### src/rtl/host_unpack.sv
module host_unpack #(
  parameter int CNT_W = 16
) (
  input  logic             clk,
  input  logic             rst_n,
  input  logic             start,
  input  logic [1:0]       mode,
  input  logic [4:0]       src_ofs,
  input  logic [CNT_W-1:0] count,
  input  logic             in_valid,
  output logic             in_ready,
  input  logic [31:0]      in_data,
  output logic             out_valid,
  input  logic             out_ready,
  output logic [7:0]       out_elem,
  output logic             out_last,
  output logic             busy,
  output logic             done
);
  localparam logic [1:0] M_BIT = 2'b00;
  localparam logic [1:0] M_NIB = 2'b01;

  logic             busy_q, have_q, first_q, skip_q, done_q;
  logic [1:0]       md_q;
  logic [4:0]       idx_q, first_idx_q;
  logic [CNT_W-1:0] rem_q;
  logic [31:0]      word_q;

  logic [4:0] start_idx, last_idx;
  logic       start_skip;
  logic       in_hs, out_hs;

  always_comb begin
    case (mode)
      M_BIT:   begin start_idx = src_ofs;                start_skip = 1'b0;       end
      M_NIB:   begin start_idx = {2'b00, src_ofs[2:0]};  start_skip = src_ofs[3]; end
      default: begin start_idx = {3'b000, src_ofs[1:0]}; start_skip = src_ofs[2]; end
    endcase
  end

  always_comb begin
    case (md_q)
      M_BIT:   last_idx = 5'd31;
      M_NIB:   last_idx = 5'd7;
      default: last_idx = 5'd3;
    endcase
  end

  always_comb begin
    case (md_q)
      M_BIT:   out_elem = {7'b0, word_q[{idx_q[4:3], ~idx_q[2:0]}]};
      M_NIB:   out_elem = {4'b0, word_q[{idx_q[2:0], 2'b00} +: 4]};
      default: out_elem = word_q[{idx_q[1:0], 3'b000} +: 8];
    endcase
  end

  assign in_ready  = busy_q && !have_q;
  assign out_valid = have_q;
  assign out_last  = have_q && (rem_q == CNT_W'(1));
  assign busy      = busy_q;
  assign done      = done_q;
  assign in_hs     = in_valid && in_ready;
  assign out_hs    = out_valid && out_ready;

  always_ff @(posedge clk) begin
    if (!rst_n) begin
      busy_q      <= 1'b0;
      have_q      <= 1'b0;
      first_q     <= 1'b0;
      skip_q      <= 1'b0;
      done_q      <= 1'b0;
      md_q        <= M_BIT;
      idx_q       <= '0;
      first_idx_q <= '0;
      rem_q       <= '0;
      word_q      <= '0;
    end else begin
      done_q <= 1'b0;
      if (!busy_q) begin
        if (start) begin
          if (count == '0) begin
            done_q <= 1'b1;
          end else begin
            busy_q      <= 1'b1;
            md_q        <= mode;
            rem_q       <= count;
            first_q     <= 1'b1;
            first_idx_q <= start_idx;
            skip_q      <= start_skip;
          end
        end
      end else begin
        if (in_hs) begin
          if (skip_q) begin
            skip_q <= 1'b0;
          end else begin
            word_q  <= in_data;
            have_q  <= 1'b1;
            idx_q   <= first_q ? first_idx_q : 5'd0;
            first_q <= 1'b0;
          end
        end
        if (out_hs) begin
          if (rem_q == CNT_W'(1)) begin
            have_q <= 1'b0;
            busy_q <= 1'b0;
            done_q <= 1'b1;
          end else begin
            rem_q <= rem_q - CNT_W'(1);
            if (idx_q == last_idx) have_q <= 1'b0;
            else                   idx_q  <= idx_q + 5'd1;
          end
        end
      end
    end
  end
endmodule

### config.mk
export PLATFORM = sky130hd
export DESIGN_NAME = host_unpack
export DESIGN_NICKNAME = d
export VERILOG_FILES = /design/src/rtl/host_unpack.sv
export SDC_FILE = /design/constraint.sdc
export NUM_CORES = 1
export LEC_CHECK = 0
export ABC_AREA = 1
export CAP_MARGIN = 20
export CORE_MARGIN = 2
export CORE_UTILIZATION = 55
export CTS_CLUSTER_SIZE = 12
export DETAILED_ROUTE_END_ITERATION = 8
export DONT_BUFFER_PORTS = 1
export GPL_ROUTABILITY_DRIVEN = 1
export PLACE_DENSITY_LB_ADDON = 0.25
export SLEW_MARGIN = 20
export SYNTH_ARGS = -nofsm -noshare
export SYNTH_HDL_FRONTEND = slang
export SYNTH_SLANG_ARGS = --single-unit
### constraint.sdc
create_clock -name clk -period 1.6 [get_ports clk]
set_clock_uncertainty 0.1 [all_clocks]
set_input_delay 0.16 -clock clk [delete_from_list [all_inputs] [get_ports clk]]
set_output_delay 0.16 -clock clk [all_outputs]
set_load 0.05 [all_outputs]
# After elaboration in Yosys (flattened, before gate mapping)
# Index checks and enable logic that the tools add are counted.
# totals
elab_cells,83
ram_bits,0
memories,0
inputBits,60
regBits,65
latchBits,0
mem_bits_ro,0
# classes
muxes,41
div,0
shifts,2
n_reduce_logical,14
add_sub_neg,2
eq_ne,9
bitwise,4
n_mul,0
magnitude_cmp,1
# op_table
operator,count
16-bit 2-to-1 mux,5
32-bit by 6-bit indexed part select with 4-bit output,1
32-bit by 6-bit indexed part select with 8-bit output,1
5-bit 2-to-1 mux,6
1-bit 2-to-1 mux,25
5-bit one-hot mux with 2 select lines,2
"16-bit by 1-bit == test with 1-bit output, second input constant",1
16-bit logical NOT,1
8-bit one-hot mux with 2 select lines,1
"16-bit by 1-bit subtractor with 16-bit output, second input constant",1
3-bit AND reduction,3
4-bit AND reduction,2
"5-bit by 6-bit less-than comparator with 1-bit output, second input constant",1
"2-bit inequality test, second input constant",3
"5-bit by 1-bit adder with 5-bit output, second input constant",1
1-bit binary-select mux with 5-bit select,1
5-bit == test,1
"2-bit by 1-bit == test with 1-bit output, second input constant",2
1-bit logical AND,4
2-bit logical NOT,2
"2-bit by 1-bit inequality test with 1-bit output, second input constant",2
1-bit inverter,3
3-bit inverter,1
1-bit one-hot mux with 2 select lines,1
other kinds (2),2

# Logic depth before layout (Yosys ltp)
# Gate-level depths: netlist of the first run.
# logic_depth
ltp_word,7
depth_mapped,12
depth_no_buf,11

# Worst setup path before layout of the first run
# No wires, ideal clock.
# synth_timing
kind,reg2out
from,register idx_q[1]
to,output port out_elem[4]
setup_slack_ns,-0.921
arrival_time_ns,2.261
path_stages_with_launch,6
cell_sequence,dfxtp_1 > buf_2 > buf_2 > buf_1 > a21oi_1 > a221oi_1
# synth_via
elab_chain_cells,2
# synth_rtl
item,line,text
start: declaration,25,"logic [4:0] idx_q, first_idx_q;"
start signal: assignment,99,idx_q <= first_q ? first_idx_q : 5'd0;
start signal: assignment,111,else idx_q <= idx_q + 5'd1;
32-bit by 6-bit indexed part select with 8-bit output,53,"default: out_elem = word_q[{idx_q[1:0], 3'b000} +: 8];"
8-bit one-hot mux with 2 select lines,50,case (md_q)
end: declaration,15,"output logic [7:0] out_elem,"
# No other way between the ends.

# Worst setup path after layout of the first run
# layout_timing
from,register rem_q[6]
to,output port out_last
# layout_via
elab_chain_cells,2
# layout_rtl
item,line,text
start: declaration,26,logic [CNT_W-1:0] rem_q;
start signal: assignment,86,rem_q <= count;
start signal: assignment,109,rem_q <= rem_q - CNT_W'(1);
16-bit by 1-bit == test with 1-bit output,59,assign out_last = have_q && (rem_q == CNT_W'(1));
1-bit logical AND,59,
end: declaration,16,"output logic out_last,"
# No other way between the ends.

==> impl_metrics.csv, run 1 <==
group,metric,value,unit
status,status,"finished with violations",
status,violations,"DRC, setup timing",
routing,wl,18700,µm
global_route,antenna_found_initial,0,
worst_setup_path,cp.arrival,1810,ps
floorplanning,die_area,7910,µm²
worst_setup_path,crit_path_max_fanout,4,
worst_setup_path,start_kind,"flop",
global_route,grt_usage,37.3,%
hold_path,min_path_cells,4,
timing,hold_viol_final,0,
floorplanning,fp.dieW,89.0,µm
pwr,peakVddDrop,0.819,mV
clock_network,cts_root_buffer,"clkbuf_8",
yosys,synth-edff-count,0,
placement,dp_hpwl,9230,µm
floorplanning,rows,30,
global_route,grt_overflow,0,
clock_network,cts_made_buffers,9,
yosys,avgSynthCellArea,6.10,µm²
worst_setup_path,crit_type,"flop to output port",
placement,postPlaceCellArea,4720,µm²
clock_network,clkLatencyLatePin,370,ps
pwr,power.clock.fraction,30.4,%
pwr,combPwrFrac,34.4,%
timing,slew_headroom,52.4,%
worst_setup_path,crit_end,"out_last",
clock_network,clk_pin_slew_worst_paths,90,ps
pwr,finalPower,5380,µW
clock_network,cts_sinks,65,
yosys,ys_types,40,
pwr,seqPwrFrac,35.2,%
global_route,grt_pass1_vias,4747,
placement,place_congestion,0.970,
floorplanning,start_util,57.5,%
floorplanning,num_io_pins,73,
worst_setup_path,r2r-end,"rem_q[11]",
worst_setup_path,cpLargestDelayFamily,"simple AND/OR/NAND/NOR gates",
yosys,synth_nets,714,
routing,routed-wl-met2,8280,µm
yosys,netlist_area,3970,µm²
clock_network,cts_tree,"done",
yosys,synth_ff_type,"dfxtp_1",
pwr,power.leakage,0.00255,µW
clock_network,htreeDepth,3,
routing,wl_met1,6450,µm
routing,topRoutingLayerUsed,"met4",
yosys,synth_cells,651,
worst_setup_path,slowest_delay,380,ps
routing,routed-wl-met3,2280,µm
worst_setup_path,required,1340,ps
pwr,p_switching,2030,µW
cells_and_area,antenna_cells,0,
yosys,netlist_top_cells_count,"nand2_1 (160), nor2_1 (120), nand3_1 (83)",
routing,drt_iter0_drc,1116,
timing,worst_pin_slew,713,ps
timing,setup_viol,35,
cells_and_area,nets,831,
timing,period_needed,2070,ps
worst_setup_path,crit_start,"rem_q[6]",
timing,slew_viol_final,0,
floorplanning,die_h,89.0,µm
cells_and_area,area_growth,53.0,%
global_route,grt_max_degree,50,
yosys,ys.warnings.count,0,
yosys,synth_area_leader_cell,"dfxtp_1",
routing,drc,9,
run,maxCapViolCount,0,
floorplanning,core_area,6910,µm²
yosys,ys_top_cells_by_area,"dfxtp_1 (33%), nand2_1 (15%), nor2_1 (11%)",
worst_setup_path,r2r_cells,9,
cells_and_area,utilization,87.9,%
worst_setup_path,worstSetupEndpointType,"output port",
clock_network,cts_buffer_depth,2,
yosys,netlist.area_leader.share,32.8,%
worst_setup_path,slowest_stage,"dfxtp_2",
timing,fmax,483,MHz
timing,worst_hold_slack,11.2,ps
pwr,power_density,886,nW/µm²
cells_and_area,drive_gt1_share,29.5,%
worst_setup_path,path_buf_inv,3,
routing,first_pass_iters,9,
worst_setup_path,cp.depth,7,
yosys,yosysMostFrequentCell,"nand2_1",
timing,rsz0062_at_grt,"true",
hold_path,hold_path_class,"input port to flop",
worst_setup_path,r2r-start,"rem_q[8]",
routing,wire_per_inst,21.5,µm
worst_setup_path,reg2reg_slack,-310,ps
routing,via_count,5714,
yosys,ys_seq_area_share,32.8,%
timing,min_period_over_period,129,%
cells_and_area,finalInstanceArea,6070,µm²
routing,drtAntennaViolNets,0,
yosys,synth_async_sr_flop_share,0,%
routing,via_per_inst,6.58,
pwr,p_int,3350,µW
placement,port_buffers,0,
worst_setup_path,path_cells,"nor2_4 -> buf_4 -> nand2_1 -> inv_2 -> nand4_1 -> nor2_2 -> buf_12",
timing,setup_ws,-471,ps
pwr,netSwitchingFraction,37.8,%
yosys,ys_ff_latch,65,
global_route,grt_pass1_wl,22800,µm
-- through the flow --
| step | setup WS (ps) | setup TNS [ps] | instances |
|---|---|---|---|
| floorplan | -97.2 | -143 | 651 |
| global placement | -96.7 | -662 | 786 |
| detailed placement | -118 | -1410 | 786 |
| CTS | -333 | -2450 | 856 |
| global route | -435 | -7460 | 869 |
| finish | -471 | -6660 | 869 |
-- registers in the layout (all words and copies together) (netlist names) --
signal,count
first_q,1
word_q,32
first_idx_q,5
rem_q,16
out_valid,1
skip_q,1
busy,1
done,1
md_q,2
idx_q,5
-- cell usage in the layout, fill, tap and decap left out, drive strengths merged --
master and n:
nand2 164, nor2 124, buf 89, nand3 86, dfxtp 65, o21ai 64
dlygate4sd3 50, inv 40, a21oi 38, clkbuf 9, nand4 8, xor2 5
clkinv 4, clkinvlp 3, nand3b 3, ha 3, a31oi 3, bufinv 2
nor3 2, a221oi 1, a32oi 1, a32o 1, a311oi 1, o22ai 1
and3 1, a211oi 1, nor3b 1, o21bai 1, xnor2 1, or2 1
-- cells by family after synthesis --
logic type | count (synthesis) | share of synthesized area, %
xor+xnor | 6 | 1.32
buf+inv | 77 | 8.10
simple gates | 388 | 42.0
fa+ha+maj | 3 | 0.946
compound gates | 112 | 14.9
flops | 65 | 32.8
-- worst min path at each step --
stage,start,end,slack [ps]
3_3_place_gp,rst_n,out_valid,180
5_1_grt,count[11],rem_q[11],30
6_report,count[11],rem_q[11],10
3_5_place_dp,rst_n,out_valid,190
4_1_cts,count[12],rem_q[12],3
2_1_floorplan,src_ofs[2],first_idx_q[2],200
-- power by group through the flow --
stage | Combinational, µW | Clock, µW | Sequential [µW]
6_report | 1850 | 1640 | 1890
5_1_grt | 1920 | 1670 | 1900
4_1_cts | 1430 | 1580 | 1860
3_5_place_dp | 1240 | 0 | 1890
3_3_place_gp | 1200 | 0 | 1880
2_1_floorplan | 863 | 0 | 1880
-- metal layers --
layer | track usage, % | vias up
met2 | 62.3 | 561
li1 | - | 2374
met1 | 47.0 | 2567
met5 | 0 | -
met3 | 6.74 | 212
met4 | 17.4 | 0
-- layout make-up --
class / instances / area (µm²)
tap: 96 / 120
sequential: 65 / 1330
timing repair buffer: 139 / 1350
multi-input combinational: 511 / 2870
inverter: 42 / 191
clock buffer: 9 / 124
clock inverter: 7 / 93.8
fill: 331 / 833
-- worst min-delay path: cells and delay by family --
kind	cells	cell delay (ps)
AO/OA/AOI/OAI	1	50
buffers and inverters	1	60
AND/OR/NAND/NOR	2	150
-- what timing repair did --
item                                    in CTS  in global routing
hold buffers                                51                  0
pin swaps                                    7                 22
hold endpoints to repair                    54                  0
gates resized for setup                     48                 95
cloned                                       0                  2
setup buffers                                3                 12
endpoints found under the setup margin      31                 34
(Power assumes the default switching activity.)
==> run 2: changes to the inputs <==
--- a/config.mk
+++ b/config.mk
@@ -14,6 +14,7 @@
 export DONT_BUFFER_PORTS = 1
 export GPL_ROUTABILITY_DRIVEN = 1
 export PLACE_DENSITY_LB_ADDON = 0.25
+export REMOVE_ABC_BUFFERS = 1
 export SLEW_MARGIN = 20
 export SYNTH_ARGS = -nofsm -noshare
 export SYNTH_HDL_FRONTEND = slang
==> run 2 against run 1 <==
Effect of this change: the run ends with hold timing, setup timing left; largest cell class unchanged; sequential power is essentially flat; critical path depth grew 2; design area grew 0.47%; register-to-register slack gained 30 ps; critical path type unchanged; worst setup slack lost 45 ps; worst hold slack lost 13 ps.
==> impl_metrics.csv, run 2 (same netlist as run 1, synthesis figures left out) <==
group,metric,value,unit
routing,wl,16000,µm
global_route,grt_pass1_vias,4577,
timing,slew_headroom,56.9,%
timing,hold_viol_final,1,
timing,rsz0062_at_grt,"true",
run,maxCapViolCount,0,
cells_and_area,reg_top3,"word_q: 32 flops, rem_q: 16 flops",
worst_setup_path,path_buf_inv,3,
worst_setup_path,r2r-start,"rem_q[6]",
worst_setup_path,r2r_cells,9,
global_route,antenna_found_initial,0,
routing,drtAntennaViolNets,0,
cells_and_area,regMostFlops,"word_q",
clock_network,cts_made_buffers,9,
floorplanning,core_area,6910,µm²
worst_setup_path,crit_type,"flop to output port",
routing,via_count,5401,
placement,postPlaceCellArea,4510,µm²
routing,via_per_inst,6.18,
floorplanning,fp.dieW,89.0,µm
worst_setup_path,cp.arrival,1860,ps
timing,worst_hold_slack,-1.59,ps
hold_path,min-delay-start,"count[15]",
clock_network,clk_pin_slew_worst_paths,80,ps
placement,place_congestion,0.933,
worst_setup_path,worstSetupEndpointType,"output port",
placement,dp_hpwl,8010,µm
worst_setup_path,path_cells,"inv_8 -> buf_12 -> nand2_1 -> nand3_1 -> nand3_1 -> nand2_1 -> a32oi_2 -> nand2_1 -> buf_6",
status,status,"finished with violations",
routing,first_pass_iters,6,
cells_and_area,nets,836,
global_route,grt_pass1_wl,21200,µm
worst_setup_path,slowest_delay,430,ps
floorplanning,die_area,7910,µm²
timing,slew_viol_final,0,
cells_and_area,mostFrequentLayoutCells,"nand2_1 (135), nor2_1 (106), buf_4 (62)",
placement,port_buffers,0,
status,violations,"hold timing, setup timing",
clock_network,cts_root_buffer,"clkbuf_8",
placement,dp.cells,781,
timing,worst_pin_slew,646,ps
worst_setup_path,cpLargestDelayFamily,"simple AND/OR/NAND/NOR gates",
global_route,grt_usage,34.2,%
timing,min_period_over_period,132,%
routing,drt_iter0_drc,567,
cells_and_area,largest_reg_flops,32,
clock_network,clkLatencyLatePin,370,ps
floorplanning,start_util,57.5,%
timing,period_needed,2120,ps
worst_setup_path,crit_path_max_fanout,7,
worst_setup_path,reg2reg_slack,-280,ps
routing,drc,0,
clock_network,cts_tree,"done",
timing,setup_ws,-517,ps
worst_setup_path,cp.depth,9,
floorplanning,rows,30,
worst_setup_path,slowest_stage,"dfxtp_4",
cells_and_area,final_cells,874,
global_route,grt_max_degree,50,
cells_and_area,antenna_cells,0,
hold_path,hold_path_class,"input port to flop",
worst_setup_path,start_kind,"flop",
cells_and_area,area_growth,53.7,%
pwr,power.leakage,0.00260,µW
clock_network,cts_sinks,65,
cells_and_area,layout_commonest_cell,"nand2_1",
cells_and_area,drive_gt1_share,29.8,%
worst_setup_path,crit_start,"idx_q[0]",
floorplanning,num_io_pins,73,
worst_setup_path,cp_common_cell,"nand2_1",
cells_and_area,finalInstanceArea,6100,µm²
clock_network,cts_buffer_depth,2,
timing,fmax,472,MHz
worst_setup_path,r2r-end,"rem_q[11]",
pwr,peakVddDrop,0.645,mV
floorplanning,die_h,89.0,µm
clock_network,htreeDepth,3,
global_route,grt_overflow,0,
timing,setup_viol,30,
worst_setup_path,crit_end,"out_elem[0]",
pwr,power_density,817,nW/µm²
routing,wire_per_inst,18.3,µm
worst_setup_path,required,1340,ps
run 2: cell types whose count changed in the layout (fill, tap and decap cells not counted), moves of 4 or more:
cell,before,now
buf_6,5,17
nand3_2,12,23
nand3_1,69,59
buf_4,69,62
buf_12,12,6
nor2_2,15,9
nor2_1,101,106
dfxtp_2,8,4
run 2: per-stage QoR:
step | setup WS [ps] | utilization (%) | hold WS (ps) | TNS, ps | power, µW
finish | -517 | 88.4 | -1.59 | -7450 | 4980
global route | -542 | 88.4 | 20.5 | -9450 | 5190
CTS | -387 | 80.6 | 1.75 | -3670 | 4560
detailed placement | -112 | 65.3 | 190 | -1090 | 3060
global placement | -103 | 65.3 | 188 | -567 | 3020
floorplan | -1400 | - | 181 | -65850 | 2630
run 2: worst min path at each step:
stage,to,slack [ps],depth (start not counted)
after detailed placement,rem_q[5],190,2
after global routing,done,20,3
after global placement,rem_q[5],190,2
after floorplan,rem_q[5],180,2
final,rem_q[15],-2,4
after CTS,rem_q[1],2,3
run 2: cell type report:
| cell class | instances | area (µm²) |
|---|---|---|
| clock buffer | 10 | 128 |
| clock inverter | 6 | 35.0 |
| fill | 355 | 805 |
| inverter | 42 | 178 |
| multi-input combinational | 512 | 2900 |
| sequential | 65 | 1330 |
| tap | 96 | 120 |
| timing repair buffer | 143 | 1420 |
run 2: where the power goes:
group / total, µW / internal, µW / switching (µW)
Sequential: 1890 / 1740 / 142
Clock: 1260 / 551 / 707
Combinational: 1840 / 776 / 1060
Total: 4980 / 3070 / 1910
run 2: worst register-to-register path, stage by stage, from the launching register on:
cell	delay, ps
dfxtp_4	380
nor2_4	130
buf_6	120
nand2_4	50
nor2_4	190
nand3_4	150
nand3_4	220
buf_6	190
nand3_2	120
a21oi_2	160
run 2: metal layers:
metal | vias up | GRT usage, % | routed length (µm) | share of wire, %
li1 | 2381 | - | - | -
met1 | 2449 | 44.4 | 5840 | 37
met2 | 442 | 55.5 | 7310 | 46
met3 | 129 | 8.96 | 1880 | 12
met4 | 0 | 11.5 | 949 | 5.9
met5 | - | 0 | 0 | 0
run 2: timing repair:
action,CTS,global route
pin swaps,22,46
resized for setup,71,113
hold buffers,54,0
gates cloned,5,1
setup buffers,7,12
hold endpoints to repair,57,0
endpoints found under the setup margin,25,41
